$ cat config.mk
export PLATFORM = sky130hd
export DESIGN_NAME = usb_tx_ep_status
export DESIGN_NICKNAME = d
export VERILOG_FILES = /design/src/rtl/usb_tx_ep_status.sv
export SDC_FILE = /design/constraint.sdc
export NUM_CORES = 1
export LEC_CHECK = 0
export ABC_AREA = 1
export BUFFER_PORTS_ARGS = -buffer_cell sky130_fd_sc_hd__buf_2
export CELL_PAD_IN_SITES_DETAIL_PLACEMENT = 0
export CELL_PAD_IN_SITES_GLOBAL_PLACEMENT = 2
export CORE_UTILIZATION = 13
export DETAILED_ROUTE_END_ITERATION = 12
export PLACE_DENSITY = 0.7
export SYNTH_ARGS = -nofsm -noshare
export SYNTH_HDL_FRONTEND = slang
export SYNTH_SLANG_ARGS = --single-unit
$ cat constraint.sdc
create_clock -name clk -period 0.8 [get_ports clk]
set_input_delay 0.16 -clock clk [delete_from_list [all_inputs] [get_ports clk]]
set_output_delay 0.16 -clock clk [all_outputs]
set_load 0.03 [all_outputs]
$ cat src/rtl/usb_tx_ep_status.sv
module usb_tx_ep_status #(
  parameter int DW     = 8,
  parameter int OCC_W  = 2,
  parameter int SEQ_B  = 0,
  parameter int OVR_B  = 1,
  parameter int NIRQ_B = 2,
  parameter int DSAM_B = 3,
  parameter int VOID_B = 4,
  parameter int PEND_B = 0,
  parameter int DSAF_B = 1
) (
  input  logic             clk,
  input  logic             rst_n,
  input  logic             ack_ok,
  input  logic             setup_ok,
  input  logic             in_nak,
  input  logic [OCC_W-1:0] occ,
  input  logic             feat_en,
  input  logic             board_en,
  input  logic             irq_en,
  input  logic             wr_en,
  input  logic             wr_addr,
  input  logic [DW-1:0]    wr_data,
  input  logic             rd_addr,
  output logic [DW-1:0]    rd_data,
  output logic             pid_seq,
  output logic             irq_n,
  output logic             dsa_out
);

  logic seq, nirq_mode, dsa_mode, void_f, pend_f, dsa_f;

  wire wr_st     = wr_en & ~wr_addr;
  wire wr_ev     = wr_en & wr_addr;
  wire ovr_wr    = wr_st & wr_data[OVR_B];
  wire empty_nak = in_nak & (occ == '0) & feat_en;
  wire set_void  = empty_nak & nirq_mode;
  wire set_dsa   = empty_nak & dsa_mode;

  always_ff @(posedge clk) begin
    if (!rst_n) begin
      seq       <= 1'b0;
      nirq_mode <= 1'b0;
      dsa_mode  <= 1'b0;
      void_f    <= 1'b0;
      pend_f    <= 1'b0;
      dsa_f     <= 1'b0;
    end else begin
      if (ovr_wr)
        seq <= wr_data[SEQ_B];
      else if (ack_ok | setup_ok)
        seq <= ~seq;
      if (wr_st) begin
        nirq_mode <= wr_data[NIRQ_B];
        dsa_mode  <= wr_data[DSAM_B];
      end
      void_f <= set_void | (void_f & ~(wr_st & wr_data[VOID_B]));
      pend_f <= set_void | (pend_f & ~(wr_ev & wr_data[PEND_B]));
      dsa_f  <= set_dsa  | (dsa_f  & ~(wr_ev & wr_data[DSAF_B]));
    end
  end

  always_comb begin
    rd_data = '0;
    if (!rd_addr) begin
      rd_data[SEQ_B]  = seq;
      rd_data[NIRQ_B] = nirq_mode;
      rd_data[DSAM_B] = dsa_mode;
      rd_data[VOID_B] = void_f;
    end else begin
      rd_data[PEND_B] = pend_f;
      rd_data[DSAF_B] = dsa_f;
    end
  end

  assign pid_seq = seq;
  assign irq_n   = ~(pend_f & irq_en);
  assign dsa_out = dsa_f & board_en;

  assert_ack_toggle_R3: assert property (@(posedge clk) disable iff (!rst_n)
    (ack_ok && !setup_ok && !ovr_wr) |=> (pid_seq != $past(pid_seq)));

  assert_setup_toggle_R4: assert property (@(posedge clk) disable iff (!rst_n)
    (setup_ok && !ack_ok && !ovr_wr) |=> (pid_seq != $past(pid_seq)));

  assert_plain_write_keeps_seq_R5: assert property (@(posedge clk) disable iff (!rst_n)
    (wr_en && !wr_addr && !wr_data[OVR_B] && !ack_ok && !setup_ok) |=> $stable(pid_seq));

  assert_pend_holds_R7: assert property (@(posedge clk) disable iff (!rst_n)
    (pend_f && !(wr_en && wr_addr && wr_data[PEND_B])) |=> pend_f);

  assert_full_nak_quiet_R9: assert property (@(posedge clk) disable iff (!rst_n)
    (in_nak && occ != '0 && !wr_en) |=> ($stable(void_f) && $stable(pend_f) && $stable(dsa_f)));

  assert_legacy_quiet_R10: assert property (@(posedge clk) disable iff (!rst_n)
    (!feat_en && !wr_en) |=> ($stable(void_f) && $stable(pend_f) && $stable(dsa_f)));

  assert_set_beats_clear_R11: assert property (@(posedge clk) disable iff (!rst_n)
    (set_void) |=> (void_f && pend_f));

endmodule

==> results.txt <==
* Port Buffer Count: 25
- Final clock period utilization by the worst path: 130%
* Number of DRC violations after detailed-routing iteration 0: 9
- Largest net degree at the start of global routing: 7
* Worst setup slack for register-to-register paths: -0.01 ns
- Together, buffers and inverters on the worst path number 2.
- For this block, the via count after detailed routing is roughly 450.
* Vias per cell: around 3.7
* Source of the worst register-to-register timing path: pid_seq
- Vert. Die Dim: 52.3 um
- Post-Route Skew: 0.0103 ns
- The worst register-to-register path ends at pid_seq.
- Setup slack at placement: -0.0911 ns
- In this run the worst path has a maximum fanout of 2.
* Share of post-route cells with drive strength above 1: 63.7%
* Area of the multi-input gates: 208 um2
- Antenna violations before repair: 0
- The number of pins with negative max-slew slack in the final report is 0.
* Library cell contributing the largest single delay on the critical path: dfxtp_4
- Setup repair after global routing could not meet its margin everywhere.
* First-pass iteration count of the detailed router: 4
* Final instance area: about 700 um2
* Hold Fails Final Rpt: 0
- Combined area of all synthesized cells: 329 um2
- Final worst slack: -0.242 ns
* Gate count after technology mapping: 53
- The number of antenna diodes in the final layout is 0.
- STA classifies the critical path endpoint as an output port.
- The finished layout holds 119 standard cells, fillers aside.
- Setup Viol. Count Final: 9
- Area growth from synthesis to layout: 112%
- In this run the clock root is driven by a clkbuf_4.
- In this run, synthesis produced a sequential element count of 6.
- Horizontal die dimension: 52.3 um
- The flow ran to the end, but the final reports show violations.
* MaxCap Viol Count: 0
* Worst hold path class: primary input to register
- Routability-driven placement finished with a final weighted congestion of just under 0.7.
* Global route hottest layer: met2
- The placed instances occupy a cell area of roughly 550 um2.
- Synth unique cells: 10
- For this run, global-route usage on met1 was measured as 9.59%.
- Violations in the final reports: negative setup slack
- Static Leak: about 0.34 nW
* CP peak stage delay: between 0.3 and 0.4 ns
- For this run, design rule violations remaining after detail routing come to 0.
- The setup path with the least slack is of type register to output port.
- In this run the number of H-tree levels came out at 1.
* FF-to-FF path depth: 6
* Kind of cell adding the most delay to the critical path: flip-flops
* Effective utilization at floorplan: roughly 14%
- Register area share after synthesis: a little over a third
- Fill cells in the final layout number 250.
- TritonCTS built the clock tree.
- Number of buffers on the longest clock path: 2
- Core area: roughly 2300 um2
* Crit path launch type: register
* Crit path arrival time: between 0.8 and 0.9 ns
* Cell Chain, Critical Path: inv_4, o21ai_4, buf_6
- Yosys warning count: 0
* Area taken by flip-flops and latches: between 100 and 150 um2
* Critical Path RT: around 0.64 ns
- Dividing total power by cell area gives a power density of around 1300 nW/um2.
- Register clock-pin slew on the reported worst setup and hold paths: about 0.05 ns
* Final Net Count: 113
* Met2 Usage GRT: about an eighth
- Along the worst hold path, the cell count comes to 3.
- The via count of the first global-routing pass came to about 400.
- Number of sinks handled by clock tree synthesis: 6
- The count of nets left with antenna violations once routing finished came out at 0.
- Setup total negative slack on the finished layout was measured at -1.55 ns.
- Overall die area: around 2700 um2
* Number of cells in the design after placement: approximately 110
* Total clock buffers created by CTS: 3
- Each instance of the synthesized netlist takes up on average about 6.2 um2.
* Global-route usage over all layers: 8.67%
* Worst Hold Launch: rst_n
* Worst voltage drop across the vdd grid: 0.491 mV
- Row Count: 17
* Post-DP HPWL: 768 um
* Num ports: 32
* Worst Hold End: nirq_mode
* Routed len/inst: 8.93 um
* Global route overflow: 0
- Based on the critical path, the design can be clocked at up to ~960 MHz.
- Clk Latency, worst-skew pair: approximately 0.25 ns
- The design draws approximately 880 uW.
- Crit path depth: 3
- Summed over all layers, the routed wires come to between 1 and 1.5 mm.
* Shortest clock period the worst path allows after layout: ~1.0 ns
- In the global route stage, met3 resource usage came out at 1.74%.
- The first global-routing pass estimated approximately 1.6 mm of wire.
## how the worst max path moves through the flow
| stage | from | to | slack [ns] |
|---|---|---|---|
| global placement | rd_addr | rd_data[0] | -0.09 |
| floorplan | pid_seq | rd_data[0] | -0.03 |
| finish | pid_seq | rd_data[0] | -0.24 |
| global route | pend_f | rd_data[0] | -0.29 |
| CTS | pid_seq | rd_data[0] | -0.25 |
| detailed placement | rd_addr | rd_data[0] | -0.09 |
## cell type report
type / instances / area share (%)
Timing Repair Buffer: 35 / 37.5
Multi-Input combinational cell: 37 / 29.8
Sequential cell: 6 / 18.7
Inverter: 9 / 5.21
Tap cell: 28 / 5.03
Clock buffer: 4 / 3.77
## registers in the layout (all words and copies together) (netlist names)
name	cells
dsa_f	1
dsa_mode	1
nirq_mode	1
pend_f	1
pid_seq	1
void_f	1
## where the power goes
| part | switching, mW | internal (mW) |
|---|---|---|
| Sequential | 0.0117 | 0.315 |
| Combinational | 0.136 | 0.114 |
| Clock | 0.113 | 0.189 |
## layout by cell type (no fill, tap or decap)
| master | n |
|---|---|
| clkbuf_1 | 1 |
| inv_1 | 5 |
| o21ai_4 | 1 |
| inv_2 | 3 |
| nor2_1 | 4 |
| o21ai_2 | 1 |
| a21oi_1 | 3 |
| inv_4 | 1 |
| a21oi_2 | 2 |
| dfxtp_4 | 1 |
| nand2_1 | 9 |
| dfxtp_2 | 5 |
| nor2_2 | 1 |
| buf_4 | 7 |
| buf_2 | 17 |
| conb_1 | 3 |
| nand4_1 | 2 |
| nor2_4 | 2 |
| buf_6 | 11 |
| nand2_2 | 3 |
| nand3_1 | 4 |
| clkbuf_4 | 3 |
| o21ai_0 | 2 |
## tightest hold or removal path: stages
cell	delay, ns
buf_2	0.11
o21ai_0	0.07
a21oi_1	0.04
## layer usage
| layer | vias to the layer above | share of wire, % | routed length [um] |
|---|---|---|---|
| met3 | 2 | 4.6 | 49 |
| li1 | 238 | - | - |
| met1 | 188 | 40 | 423 |
| met5 | - | 0 | 0 |
| met2 | 18 | 54 | 571 |
| met4 | 0 | 1.8 | 19 |
## through the flow
step / utilization [%] / hold slack [ns]
after floorplan: - / 0.298
after global placement: 23.9 / 0.435
after detailed placement: 23.9 / 0.436
after CTS: 29.0 / 0.171
after global routing: 30.3 / 0.173
final: 30.3 / 0.181
## synth_stat cells
| cell type | count | share of area (%) |
|---|---|---|
| nand2_1 | 12 | 14 |
| inv_1 | 9 | 10 |
| nor2_1 | 7 | 8.0 |
| dfxtp_1 | 6 | 37 |
| a21oi_1 | 5 | 7.6 |
| nand3_1 | 4 | 6.1 |
| o21ai_0 | 4 | 6.1 |
| buf_4 | 3 | 6.8 |
| nand4_1 | 2 | 3.8 |
| conb_1 | 1 | 1.1 |
## what timing repair did
item,CTS,global route
pin swaps,2,7
setup endpoints to repair,8,13
resized for setup,25,12
hold buffers,0,0
setup buffers,4,4
## cell families (layout without fill, tap and decap cells)
| kind of cell | after synthesis | in the layout | share of synthesized area [%] |
|---|---|---|---|
| buffers and inverters | 12 | 48 | 17.1 |
| and+or+nand+nor | 25 | 25 | 31.6 |
| DFF | 6 | 6 | 36.5 |
| AOI/OAI and AO/OA | 9 | 9 | 13.7 |
| other | 1 | 3 | 1.14 |
(Power assumes the default switching activity.)
